==> config.mk <==
export PLATFORM = sky130hd
export DESIGN_NAME = i2c_irq_unit
export DESIGN_NICKNAME = d
export VERILOG_FILES = /design/src/rtl/i2c_irq_pkg.sv /design/src/rtl/i2c_irq_host_acc.sv /design/src/rtl/i2c_irq_cond.sv /design/src/rtl/i2c_irq_stat_bit.sv /design/src/rtl/i2c_irq_unit.sv
export SDC_FILE = /design/constraint.sdc
export NUM_CORES = 1
export LEC_CHECK = 0
export BUFFER_PORTS_ARGS = -buffer_cell sky130_fd_sc_hd__buf_2
export CORE_MARGIN = 2
export CORE_UTILIZATION = 38
export DETAILED_ROUTE_END_ITERATION = 10
export PLACE_DENSITY = 0.8
export REMOVE_ABC_BUFFERS = 1
export SLEW_MARGIN = 20
export SYNTH_ARGS = -nofsm -noshare
export SYNTH_HDL_FRONTEND = slang
export SYNTH_SLANG_ARGS = --single-unit
==> constraint.sdc <==
create_clock -name clk_i -period 1.3 [get_ports clk_i]
set_clock_uncertainty 0.15 [all_clocks]
set_input_delay 0.13 -clock clk_i [delete_from_list [all_inputs] [get_ports clk_i]]
set_output_delay 0.13 -clock clk_i [all_outputs]
set_load 0.02 [all_outputs]
==> src/rtl/i2c_irq_pkg.sv <==
package i2c_irq_pkg;
  localparam int REG_W     = 16;
  localparam int THR_W     = 6;
  localparam int N_EVT     = 7;
  localparam int B_ACCERR  = 7;
  localparam int B_BUSFREE = 8;
  localparam int B_SLVADDR = 9;
  localparam int B_TXUND   = 10;
  localparam int B_RXOVR   = 11;
  localparam int B_RXDRAIN = 13;
  localparam int B_TXDRAIN = 14;
  localparam logic [REG_W-1:0] IMPL_MASK = 16'h6F80;

  // event index -> status bit position
  function automatic int evt_pos(input int idx);
    case (idx)
      0:       return B_ACCERR;
      1:       return B_BUSFREE;
      2:       return B_SLVADDR;
      3:       return B_TXUND;
      4:       return B_RXOVR;
      5:       return B_RXDRAIN;
      default: return B_TXDRAIN;
    endcase
  endfunction
endpackage

==> src/rtl/i2c_irq_host_acc.sv <==
module i2c_irq_host_acc #(
  parameter int DATA_W = 8
) (
  input  logic              clk_i,
  input  logic              rst_ni,
  input  logic              tx_wr_i,
  input  logic              tx_full_i,
  input  logic              rx_rd_i,
  input  logic              rx_empty_i,
  input  logic [DATA_W-1:0] rx_head_i,
  output logic              tx_push_o,
  output logic              rx_pop_o,
  output logic              acc_err_o,
  output logic [DATA_W-1:0] rd_data_o
);
  logic [DATA_W-1:0] rd_q;

  assign tx_push_o = tx_wr_i & ~tx_full_i;
  assign rx_pop_o  = rx_rd_i & ~rx_empty_i;
  assign acc_err_o = (tx_wr_i & tx_full_i) | (rx_rd_i & rx_empty_i);

  // empty read keeps last value
  always_ff @(posedge clk_i or negedge rst_ni) begin
    if (!rst_ni)       rd_q <= '0;
    else if (rx_pop_o) rd_q <= rx_head_i;
  end

  assign rd_data_o = rd_q;
endmodule

==> src/rtl/i2c_irq_cond.sv <==
module i2c_irq_cond
  import i2c_irq_pkg::*;
#(
  parameter int LVL_W = 7,
  parameter int CNT_W = 16
) (
  input  logic             start_det_i,
  input  logic             stop_det_i,
  input  logic             own_match_i,
  input  logic             alt_match_i,
  input  logic             gcall_i,
  input  logic             sccb_mode_i,
  input  logic             tx_und_i,
  input  logic             rx_ovr_i,
  input  logic             master_i,
  input  logic             transmit_i,
  input  logic [LVL_W-1:0] tx_level_i,
  input  logic [LVL_W-1:0] rx_level_i,
  input  logic [CNT_W-1:0] xfer_left_i,
  input  logic [THR_W-1:0] tx_thr_i,
  input  logic [THR_W-1:0] rx_thr_i,
  input  logic             acc_err_i,
  output logic [N_EVT-1:0] set_o,
  output logic             bus_cond_o
);
  localparam int W0    = (LVL_W > CNT_W) ? LVL_W : CNT_W;
  localparam int CMP_W = ((W0 > THR_W) ? W0 : THR_W) + 1;

  logic [CMP_W-1:0] tx_lvl_x, rx_lvl_x, left_x, tx_lim, rx_lim;
  logic             rx_low, tx_low, left_low;

  always_comb begin
    tx_lvl_x = CMP_W'(tx_level_i);
    rx_lvl_x = CMP_W'(rx_level_i);
    left_x   = CMP_W'(xfer_left_i);
    tx_lim   = CMP_W'(tx_thr_i) + CMP_W'(1);
    rx_lim   = CMP_W'(rx_thr_i) + CMP_W'(1);
    rx_low   = rx_lvl_x < rx_lim;
    tx_low   = tx_lvl_x < tx_lim;
    left_low = left_x < tx_lim;
  end

  always_comb begin
    set_o    = '0;
    set_o[0] = acc_err_i;
    set_o[1] = stop_det_i;
    set_o[2] = ~sccb_mode_i & (own_match_i | alt_match_i | gcall_i);
    set_o[3] = tx_und_i;
    set_o[4] = rx_ovr_i;
    set_o[5] = stop_det_i & ~transmit_i & rx_low;
    set_o[6] = master_i & transmit_i & tx_low & left_low;
  end

  assign bus_cond_o = start_det_i | stop_det_i;
endmodule

==> src/rtl/i2c_irq_stat_bit.sv <==
module i2c_irq_stat_bit (
  input  logic clk_i,
  input  logic rst_ni,
  input  logic set_i,
  input  logic clr_i,
  output logic q_o
);
  logic q;
  // set wins over clear
  always_ff @(posedge clk_i or negedge rst_ni) begin
    if (!rst_ni)     q <= 1'b0;
    else if (set_i)  q <= 1'b1;
    else if (clr_i)  q <= 1'b0;
  end
  assign q_o = q;
endmodule

==> src/rtl/i2c_irq_unit.sv <==
module i2c_irq_unit
  import i2c_irq_pkg::*;
#(
  parameter int DATA_W = 8,
  parameter int LVL_W  = 7,
  parameter int CNT_W  = 16
) (
  input  logic              clk_i,
  input  logic              rst_ni,
  input  logic              start_det_i,
  input  logic              stop_det_i,
  input  logic              own_match_i,
  input  logic              alt_match_i,
  input  logic              gcall_i,
  input  logic              sccb_mode_i,
  input  logic              tx_und_i,
  input  logic              rx_ovr_i,
  input  logic              master_i,
  input  logic              transmit_i,
  input  logic [LVL_W-1:0]  tx_level_i,
  input  logic [LVL_W-1:0]  rx_level_i,
  input  logic [CNT_W-1:0]  xfer_left_i,
  input  logic [THR_W-1:0]  tx_thr_i,
  input  logic [THR_W-1:0]  rx_thr_i,
  input  logic              tx_wr_i,
  input  logic              tx_full_i,
  input  logic              rx_rd_i,
  input  logic              rx_empty_i,
  input  logic [DATA_W-1:0] rx_head_i,
  output logic              tx_push_o,
  output logic              rx_pop_o,
  output logic [DATA_W-1:0] rd_data_o,
  input  logic              ack_we_i,
  input  logic [REG_W-1:0]  ack_data_i,
  input  logic              ien_we_i,
  input  logic [REG_W-1:0]  ien_data_i,
  output logic [REG_W-1:0]  stat_o,
  output logic [REG_W-1:0]  ien_o,
  output logic              irq_o
);
  logic             acc_err;
  logic [N_EVT-1:0] evt_set, evt_q;
  logic             bus_cond;
  logic [REG_W-1:0] ien_q;

  i2c_irq_host_acc #(.DATA_W(DATA_W)) u_host (
    .clk_i, .rst_ni, .tx_wr_i, .tx_full_i, .rx_rd_i, .rx_empty_i, .rx_head_i,
    .tx_push_o, .rx_pop_o, .acc_err_o(acc_err), .rd_data_o
  );

  i2c_irq_cond #(.LVL_W(LVL_W), .CNT_W(CNT_W)) u_cond (
    .start_det_i, .stop_det_i, .own_match_i, .alt_match_i, .gcall_i,
    .sccb_mode_i, .tx_und_i, .rx_ovr_i, .master_i, .transmit_i,
    .tx_level_i, .rx_level_i, .xfer_left_i, .tx_thr_i, .rx_thr_i,
    .acc_err_i(acc_err), .set_o(evt_set), .bus_cond_o(bus_cond)
  );

  always_ff @(posedge clk_i or negedge rst_ni) begin
    if (!rst_ni)       ien_q <= '0;
    else if (ien_we_i) ien_q <= ien_data_i & IMPL_MASK;
  end

  for (genvar g = 0; g < N_EVT; g++) begin : g_stat
    localparam int P = evt_pos(g);
    logic clr;
    if (P == B_SLVADDR) begin : g_slv
      // enabled: write-1 only; disabled: next start/stop
      assign clr = ien_q[P] ? (ack_we_i & ack_data_i[P]) : bus_cond;
    end else begin : g_std
      assign clr = ack_we_i & ack_data_i[P];
    end
    i2c_irq_stat_bit u_bit (
      .clk_i, .rst_ni, .set_i(evt_set[g]), .clr_i(clr), .q_o(evt_q[g])
    );
  end

  always_comb begin
    stat_o = '0;
    for (int i = 0; i < N_EVT; i++) stat_o[evt_pos(i)] = evt_q[i];
  end

  assign ien_o = ien_q;
  assign irq_o = |(stat_o & ien_q);
endmodule

==> flow_summary.toml, run 1 <==
[cells_and_area]
n_antenna_cell = 0
regArea_sq_um = 551
layout_common_cells = "buf_2 (100), dlygate4sd3_1 (27), buf_4 (27)"
fin_nets = 432
drive_gt1_share_pct = 56.5
fill_cells = 295
area_growth_pct = 73.9
fin_cells = 365
stdcell_area_sq_um = 2860
multiInputGateArea_sq_um = 1110
final_common_cell = "buf_2"

[synth]
ys_seq_area_share_pct = 33.4
synth_area_sq_um = 1650
ys.flop_type = "dfrtp_1"
ys_ff_latch = 22
syn_area_per_cell_sq_um = 10.3
synth_edf_count = 0
ys_types = 39
synthArstFlopShare_pct = 100
ys.warnings.count = 0
syn_inst = 160

[placed_design]
place.gp.congestion = 0.889
hpwl_um = 3700
pre_cts_ws_ns = -0.971
io_buffers = 106
dp_cells = 331
placed_area_sq_um = 2300

[cts]
cts_inserted_buffers = 3
clk_path_buf_depth = 2
cts-root-buf = "clkbuf_8"
cts.htree.levels = 1
clk_pin_slew_ns = 0.08
clock_latency_ns = 0.26
numClockSinks = 22
cts_tree = "yes"

[critical_path]
critPathBufInv = 1
cp_cell_sequence = "buf_8, ha_4, and3_4, xnor2_2, ha_1, a21boi_0, a221o_1, maj3_2, a2bb2oi_2"
crit_path_end_kind = "register"
crit_type = "input pin to register"
startpoint_type = "input pin"
max_stage_delay_ns = 0.33
cp_max_fo = 2
critPathRequiredTime_ns = 1.34
crit_family = "adder cells"
worstPathArrival_ns = 1.89
slowest_stage = "a221o_1"

[grt]
grt_usage_pct = 22.1
grt_max_degree = 23
antenna_found_initial = 0
grt_first_pass_wirelength_um = 8750
first_global_vias = 1926
grt_overflow = 0

[run_status]
status = "complete, but fails checks"
violations = "negative setup slack"

[routing]
drtAntennaViolNets = 0
drc = 0
first_iter_violations = 99
vias_per_cell = 4.99
drt-wirelength-per-cell_um = 15.2
vias = 1820
first_pass_iters = 4
wirelength_um = 5550

[timing]
finalMaxSlewViolations = 0
fin_crit_ns = 1.85
setup_viol = 4
grt_setup_unrepaired = "true"
hold-worst-slack_ns = 0.0129
final.setup.worst_slack_ns = -0.552
max_freq_ghz = 0.540
period_share_pct = 142
hold_viol = 0

[floorplanning]
io_pins = 143
initial_utilization_pct = 40.3
die_w_um = 69.8
core_sq_um = 4090
die_height_um = 69.8
die-area_sq_um = 4880
rows = 23

[run]
cap_viol_max_count = 0

[power]
ir_worst_vdd_mv = 0.479
p_leak_nw = 1.42
pwr_density_cell_nw_per_um2 = 818

[worst_hold_path]
min_path_type = "input pin to register"
==> synth_stat cells (all sizes together), types with 3 or more instances <==
| cell type | count | area [sq um] |
|---|---|---|
| dfrtp | 22 | 551 |
| xor2 | 5 | 51.3 |
| nor2b | 3 | 18.8 |
| o211ai | 3 | 22.5 |
| and3 | 3 | 20.0 |
| xnor2 | 3 | 26.3 |
| nand3 | 8 | 45.0 |
| o21ai | 4 | 20.0 |
| nand2 | 11 | 41.3 |
| ha | 16 | 200 |
| a21oi | 4 | 20.0 |
| o21a | 3 | 22.5 |
| a21o | 3 | 22.5 |
| mux2 | 15 | 169 |
| nor2 | 3 | 11.3 |
| buf | 25 | 188 |
| inv | 3 | 11.3 |
==> metrics by stage <==
step	utilization, %	total power [mW]	TNS (ns)
after floorplan	-	1.20	-2.71
after global placement	56.2	1.54	-1.67
after detailed placement	56.2	1.56	-1.78
after CTS	67.8	2.29	-1.02
after global routing	70.1	2.48	-1.23
final	70.1	2.34	-1.05
==> sequential cells by signal, summed over array words and instances (netlist names) <==
signal and flops:
u_host.rd_data_o 8, g_stat.u_bit.q_o 7, ien_o 7
==> worst min-delay path, cell delays in order <==
cell     delay, ns
buf_2         0.10
nand2_1       0.06
a21o_1        0.10
==> worst paths after layout <==
check                               startpoint                   to  slack, ns  cells past startpoint
setup reg to reg           g_stat[6].u_bit.q_o  g_stat[6].u_bit.q_o       0.05                      5
max in group asynchronous               rst_ni  g_stat[6].u_bit.q_o       0.45                      2
hold / removal                   ack_data_i[8]  g_stat[1].u_bit.q_o       0.01                      3
min in group asynchronous               rst_ni  u_host.rd_data_o[2]       0.21                      2
setup / recovery                   tx_thr_i[1]  g_stat[6].u_bit.q_o      -0.55                      9
hold reg to reg            u_host.rd_data_o[3]  u_host.rd_data_o[3]       0.36                      1
==> power breakdown <==
group	switching (mW)	internal [mW]	total, mW	leakage (nW)
Combinational	0.456	0.455	0.910	1.13
Clock	0.211	0.411	0.621	0.0357
Sequential	0.0504	0.761	0.811	0.253
Total	0.717	1.63	2.34	1.42
==> layout make-up <==
type	count	share of cell area, %
flip-flops and latches	22	19.2
repair buffers	161	37.0
well taps	50	2.19
inverters	3	0.393
clock inverters	1	1.05
multi-input cells	125	38.7
clock buffers	3	1.44
==> per-layer routing <==
metal	part of all wire, %	GRT usage [%]	routed length, um
met1	35	21.6	1960
met2	56	46.0	3120
met3	6.8	4.36	378
met4	1.8	5.34	99
met5	0	0	0
==> repair_timing <==
action	4_1_cts	5_1_grt
pin swaps	11	11
hold endpoints to repair	41	0
buffers inserted	2	1
setup endpoints to repair	3	3
resized for setup	25	18
hold buffers	27	0
==> logic make-up (layout without fill, tap and decap cells) <==
family	Yosys count	count (layout)	share of synthesized area, %
flops	22	22	33.4
fa+ha+maj	18	18	13.5
buf+inv	30	168	12.5
xor+xnor	8	8	4.71
mux	16	16	10.9
compound gates	27	27	12.2
simple gates	38	38	12.5
other cells	1	18	0.228
(Power assumes the default switching activity.)
==> run 2, diff against run 1 <==
- CORE_UTILIZATION: 38 -> 35
- PLACE_DENSITY: 0.8 -> 0.78
- clock period: 1.3 -> 1.6 ns (I/O delays scaled with it)
==> flow_summary.toml, run 2 (synthesized netlist as in run 1, its figures left out) <==
[critical_path]
critPathBufInv = 1
critPathRequiredTime_ns = 1.65
crit_type = "input pin to register"
crit_family = "adder cells"
crit_path_end_kind = "register"
cp_cell_sequence = "buf_8, ha_4, and3_4, xnor2_4, ha_4, a21boi_0, a221o_1, maj3_2, a2bb2oi_2"
startpoint_type = "input pin"
cp_max_fo = 2
worstPathArrival_ns = 1.93
slowest_stage = "a221o_1"
crit_path_frequent_cell = "ha_4"
max_stage_delay_ns = 0.38

[power]
p_leak_nw = 1.34
pwr_density_cell_nw_per_um2 = 681
p_total_mw = 1.86
ir_worst_vdd_mv = 0.441

[placed_design]
io_buffers = 106
hpwl_um = 3600
place.gp.congestion = 0.913

[floorplanning]
rows = 24
die_height_um = 72.6
core_sq_um = 4440
die-area_sq_um = 5270
initial_utilization_pct = 37.0
io_pins = 143
die_w_um = 72.6

[cts]
cts.htree.levels = 1
numClockSinks = 22
cts_inserted_buffers = 3
cts_tree = "yes"
clock_latency_ns = 0.26
clk_path_buf_depth = 2
cts-root-buf = "clkbuf_8"
clk_pin_slew_ns = 0.08

[cells_and_area]
n_antenna_cell = 0
final_common_cell = "buf_2"
fill_cells = 364
layout_common_cells = "buf_2 (102), dfrtp_1 (22), dlygate4sd3_1 (22)"
area_growth_pct = 65.6
drive_gt1_share_pct = 55.5
multiInputGateArea_sq_um = 1110
regArea_sq_um = 551
largest_reg_flops = 8
fin_nets = 418

[routing]
vias = 1721
first_pass_iters = 4
drc = 0
wirelength_um = 5150
drtAntennaViolNets = 0
first_iter_violations = 91
drt-wirelength-per-cell_um = 14.6
vias_per_cell = 4.88

[run_status]
violations = "negative setup slack"
status = "complete, but fails checks"

[grt]
grt_max_degree = 23
first_global_vias = 1770
grt_overflow = 0
antenna_found_initial = 0
grt_usage_pct = 18.7
grt_first_pass_wirelength_um = 7760

[timing]
tightest_slew_ns = 0.505
setup_viol = 2
grt_setup_unrepaired = "true"
max_freq_ghz = 0.532
setup-tns-final_ns = -0.335
hold_viol = 0
slew_headroom_pct = 66.3
finalMaxSlewViolations = 0
final.setup.worst_slack_ns = -0.280
fin_crit_ns = 1.88
period_share_pct = 118

[run]
cap_viol_max_count = 0

[worst_hold_path]
min_path_type = "input pin to register"
run 2: changes by cell type in the layout (fill, tap and decap cells not counted), moves of 2 or more:
cell,previous run,this run
buf_6,5,3
dlygate4sd3_1,27,22
buf_4,27,19
buf_2,100,102
o21ai_2,2,0
run 2: timing repair:
action,CTS,global route
endpoints found under the hold margin,42,0
hold buffers,22,0
setup endpoints to repair,3,2
setup buffers,2,1
resized for setup,18,15
pin swaps,7,8
run 2: cell type report:
| cell class | instances | area share [%] |
|---|---|---|
| clock buffers | 3 | 1.51 |
| clock inverters | 1 | 1.10 |
| inverters | 3 | 0.413 |
| multi-input cells | 125 | 40.6 |
| flip-flops and latches | 22 | 20.2 |
| well taps | 52 | 2.39 |
| repair buffers | 147 | 33.8 |
run 2: metal layers:
metal	vias up	part of all wire (%)	GRT usage, %
li1	821	-	-
met2	86	54	37.4
met1	802	36	18.5
met4	0	2.5	6.79
met5	-	0	0
met3	12	7.5	4.14
run 2: where the power goes:
| group | leakage, nW | switching, mW | internal [mW] |
|---|---|---|---|
| logic | 1.05 | 0.348 | 0.335 |
| clock network | 0.0357 | 0.181 | 0.334 |
| registers | 0.253 | 0.0407 | 0.618 |
| total | 1.34 | 0.570 | 1.29 |
run 2: per-stage QoR:
stage	hold WS (ns)	utilization [%]	instances	cell area, sq um	setup slack, ns
detailed placement	0.000910	50.2	324	2230	-0.801
floorplan	-0.286	-	150	1520	-0.480
global route	0.0313	61.3	353	2730	-0.349
global placement	-0.00507	50.2	324	2230	-0.651
finish	0.0150	61.3	353	2730	-0.280
CTS	0.00635	59.1	352	2630	-0.264
run 2: path summary, 6_finish.rpt:
check / start / to / slack, ns / depth (start not counted)
min in group asynchronous: rst_ni / u_host.rd_data_o[7] / 0.24 / 2
min reg2reg: u_host.rd_data_o[1] / u_host.rd_data_o[1] / 0.36 / 1
max in group asynchronous: rst_ni / ien_o[14] / 0.72 / 2
max reg2reg: g_stat[6].u_bit.q_o / g_stat[6].u_bit.q_o / 0.49 / 4
min: tx_full_i / g_stat[0].u_bit.q_o / 0.01 / 3
max: tx_thr_i[1] / g_stat[6].u_bit.q_o / -0.28 / 9
run 2: worst reg2reg max path: stages, from the launching register on:
cell       delay (ns)
dfrtp_1          0.40
nand2_1          0.09
o21a_1           0.14
o31ai_2          0.07
a2bb2oi_2        0.15
==> run 3, diff against run 2 <==
- CTS_BUF_LIST: unset -> sky130_fd_sc_hd__clkbuf_4
==> flow_summary.toml, run 3 (synthesized netlist as in run 1, its figures left out) <==
[cells_and_area]
final_common_cell = "buf_2"
layout_common_cells = "buf_2 (102), dlygate4sd3_1 (30), dfrtp_1 (22)"
n_antenna_cell = 0
fin_nets = 426
drive_gt1_share_pct = 54.0
largest_reg_flops = 8
final_util_pct = 62.7
area_growth_pct = 69.3

[critical_path]
crit_type = "input pin to register"
slowest_stage = "a221o_1"
r2r-start = "g_stat[4].u_bit.q_o"
crit_family = "adder cells"
regToRegEndpoint = "g_stat[4].u_bit.q_o"
r2r_slack_ns = 0.08
cp_max_fo = 2
r2r_cells = 3
max_stage_delay_ns = 0.38
critPathBufInv = 1
startpoint_type = "input pin"
crit_path_end_kind = "register"
cp_cell_sequence = "buf_8, ha_4, and3_4, xnor2_4, ha_4, a21boi_0, a221o_1, maj3_2, a2bb2oi_2"
critPathRequiredTime_ns = 1.71
worstPathArrival_ns = 1.93
crit_path_frequent_cell = "ha_4"

[timing]
tightest_slew_ns = 0.501
setup_viol = 2
final.setup.worst_slack_ns = -0.219
max_freq_ghz = 0.550
finalMaxSlewViolations = 0
fin_crit_ns = 1.82
setup-tns-final_ns = -0.357
grt_setup_unrepaired = "true"
period_share_pct = 114
hold_viol = 0
slew_headroom_pct = 66.6

[cts]
cts_inserted_buffers = 3
cts.htree.levels = 1
cts-root-buf = "clkbuf_4"
clk_pin_slew_ns = 0.14
numClockSinks = 22
clk_path_buf_depth = 2
clock_latency_ns = 0.31
cts_tree = "yes"

[run_status]
violations = "negative setup slack"
status = "complete, but fails checks"

[floorplanning]
initial_utilization_pct = 37.0
die-area_sq_um = 5270
core_sq_um = 4440
rows = 24
die_w_um = 72.6
io_pins = 143
die_height_um = 72.6

[power]
pwr_density_cell_nw_per_um2 = 647
ir_worst_vdd_mv = 0.360
p_leak_nw = 1.36

[routing]
first_iter_violations = 59
vias_per_cell = 4.76
drc = 0
first_pass_iters = 6
vias = 1720
wirelength_um = 5340
drtAntennaViolNets = 0
drt-wirelength-per-cell_um = 14.8

[grt]
grt_first_pass_wirelength_um = 7980
antenna_found_initial = 0
grt_max_degree = 23
grt_usage_pct = 19.4
grt_overflow = 0
first_global_vias = 1819

[run]
cap_viol_max_count = 0

[placed_design]
io_buffers = 106
place.gp.congestion = 0.913
hpwl_um = 3600

[worst_hold_path]
worstHoldPathCells = 3
worst_hold_startpoint = "transmit_i"
min_path_type = "input pin to register"
holdPathEnd = "g_stat[5].u_bit.q_o"
run 3: metrics by stage:
step	total power [mW]	std cells	hold WS [ns]	cell area [sq um]	worst slack, ns
global placement	1.23	324	-0.00507	2230	-0.651
floorplan	0.973	150	-0.286	1520	-0.480
detailed placement	1.25	324	0.000910	2230	-0.801
finish	1.80	361	0.0167	2790	-0.219
CTS	1.76	360	0.0162	2690	-0.206
global route	1.90	361	0.00433	2790	-0.277
run 3: how the worst max path moves through the flow:
stage | depth (start not counted) | end | slack [ns] | from
after global placement | 10 | g_stat[6].u_bit.q_o | -0.65 | tx_thr_i[0]
final | 9 | g_stat[6].u_bit.q_o | -0.22 | tx_thr_i[1]
after detailed placement | 10 | g_stat[6].u_bit.q_o | -0.80 | tx_thr_i[1]
after global routing | 10 | g_stat[6].u_bit.q_o | -0.28 | tx_thr_i[1]
after floorplan | 9 | g_stat[6].u_bit.q_o | -0.48 | tx_thr_i[0]
after CTS | 10 | g_stat[6].u_bit.q_o | -0.21 | tx_thr_i[0]
run 3: final cells by class:
type / instances / area (sq um)
fill: 359 / 1660
multi-input combinational: 125 / 1110
timing repair buffer: 155 / 1000
sequential: 22 / 551
tap: 52 / 65.1
clock inverter: 1 / 30.0
clock buffer: 3 / 22.5
inverter: 3 / 11.3
run 3: repair_timing:
action                     CTS  global route
hold buffers                30             0
buffers inserted             2             1
pin swaps                    7             9
resized for setup           18            16
setup endpoints to repair    3             3
hold endpoints to repair    43             0
run 3: layer usage:
metal	vias to the layer above	GRT usage [%]	routed length (um)	share of wire, %
met5	-	0	0	0
met4	0	5.35	116	2.2
met1	791	18.5	1910	36
li1	837	-	-	-
met2	80	40.1	2940	55
met3	12	4.42	377	7.1
run 3: report_power, final:
| part | switching, mW | internal [mW] |
|---|---|---|
| clock | 0.183 | 0.253 |
| combinational | 0.355 | 0.352 |
| sequential | 0.0420 | 0.618 |
run 3: worst reg2reg max path: cells and delay by family (launching register included):
kind	cells	cell delay, ns
buf+inv	2	0.70
flops	1	0.43
compound gates	1	0.14
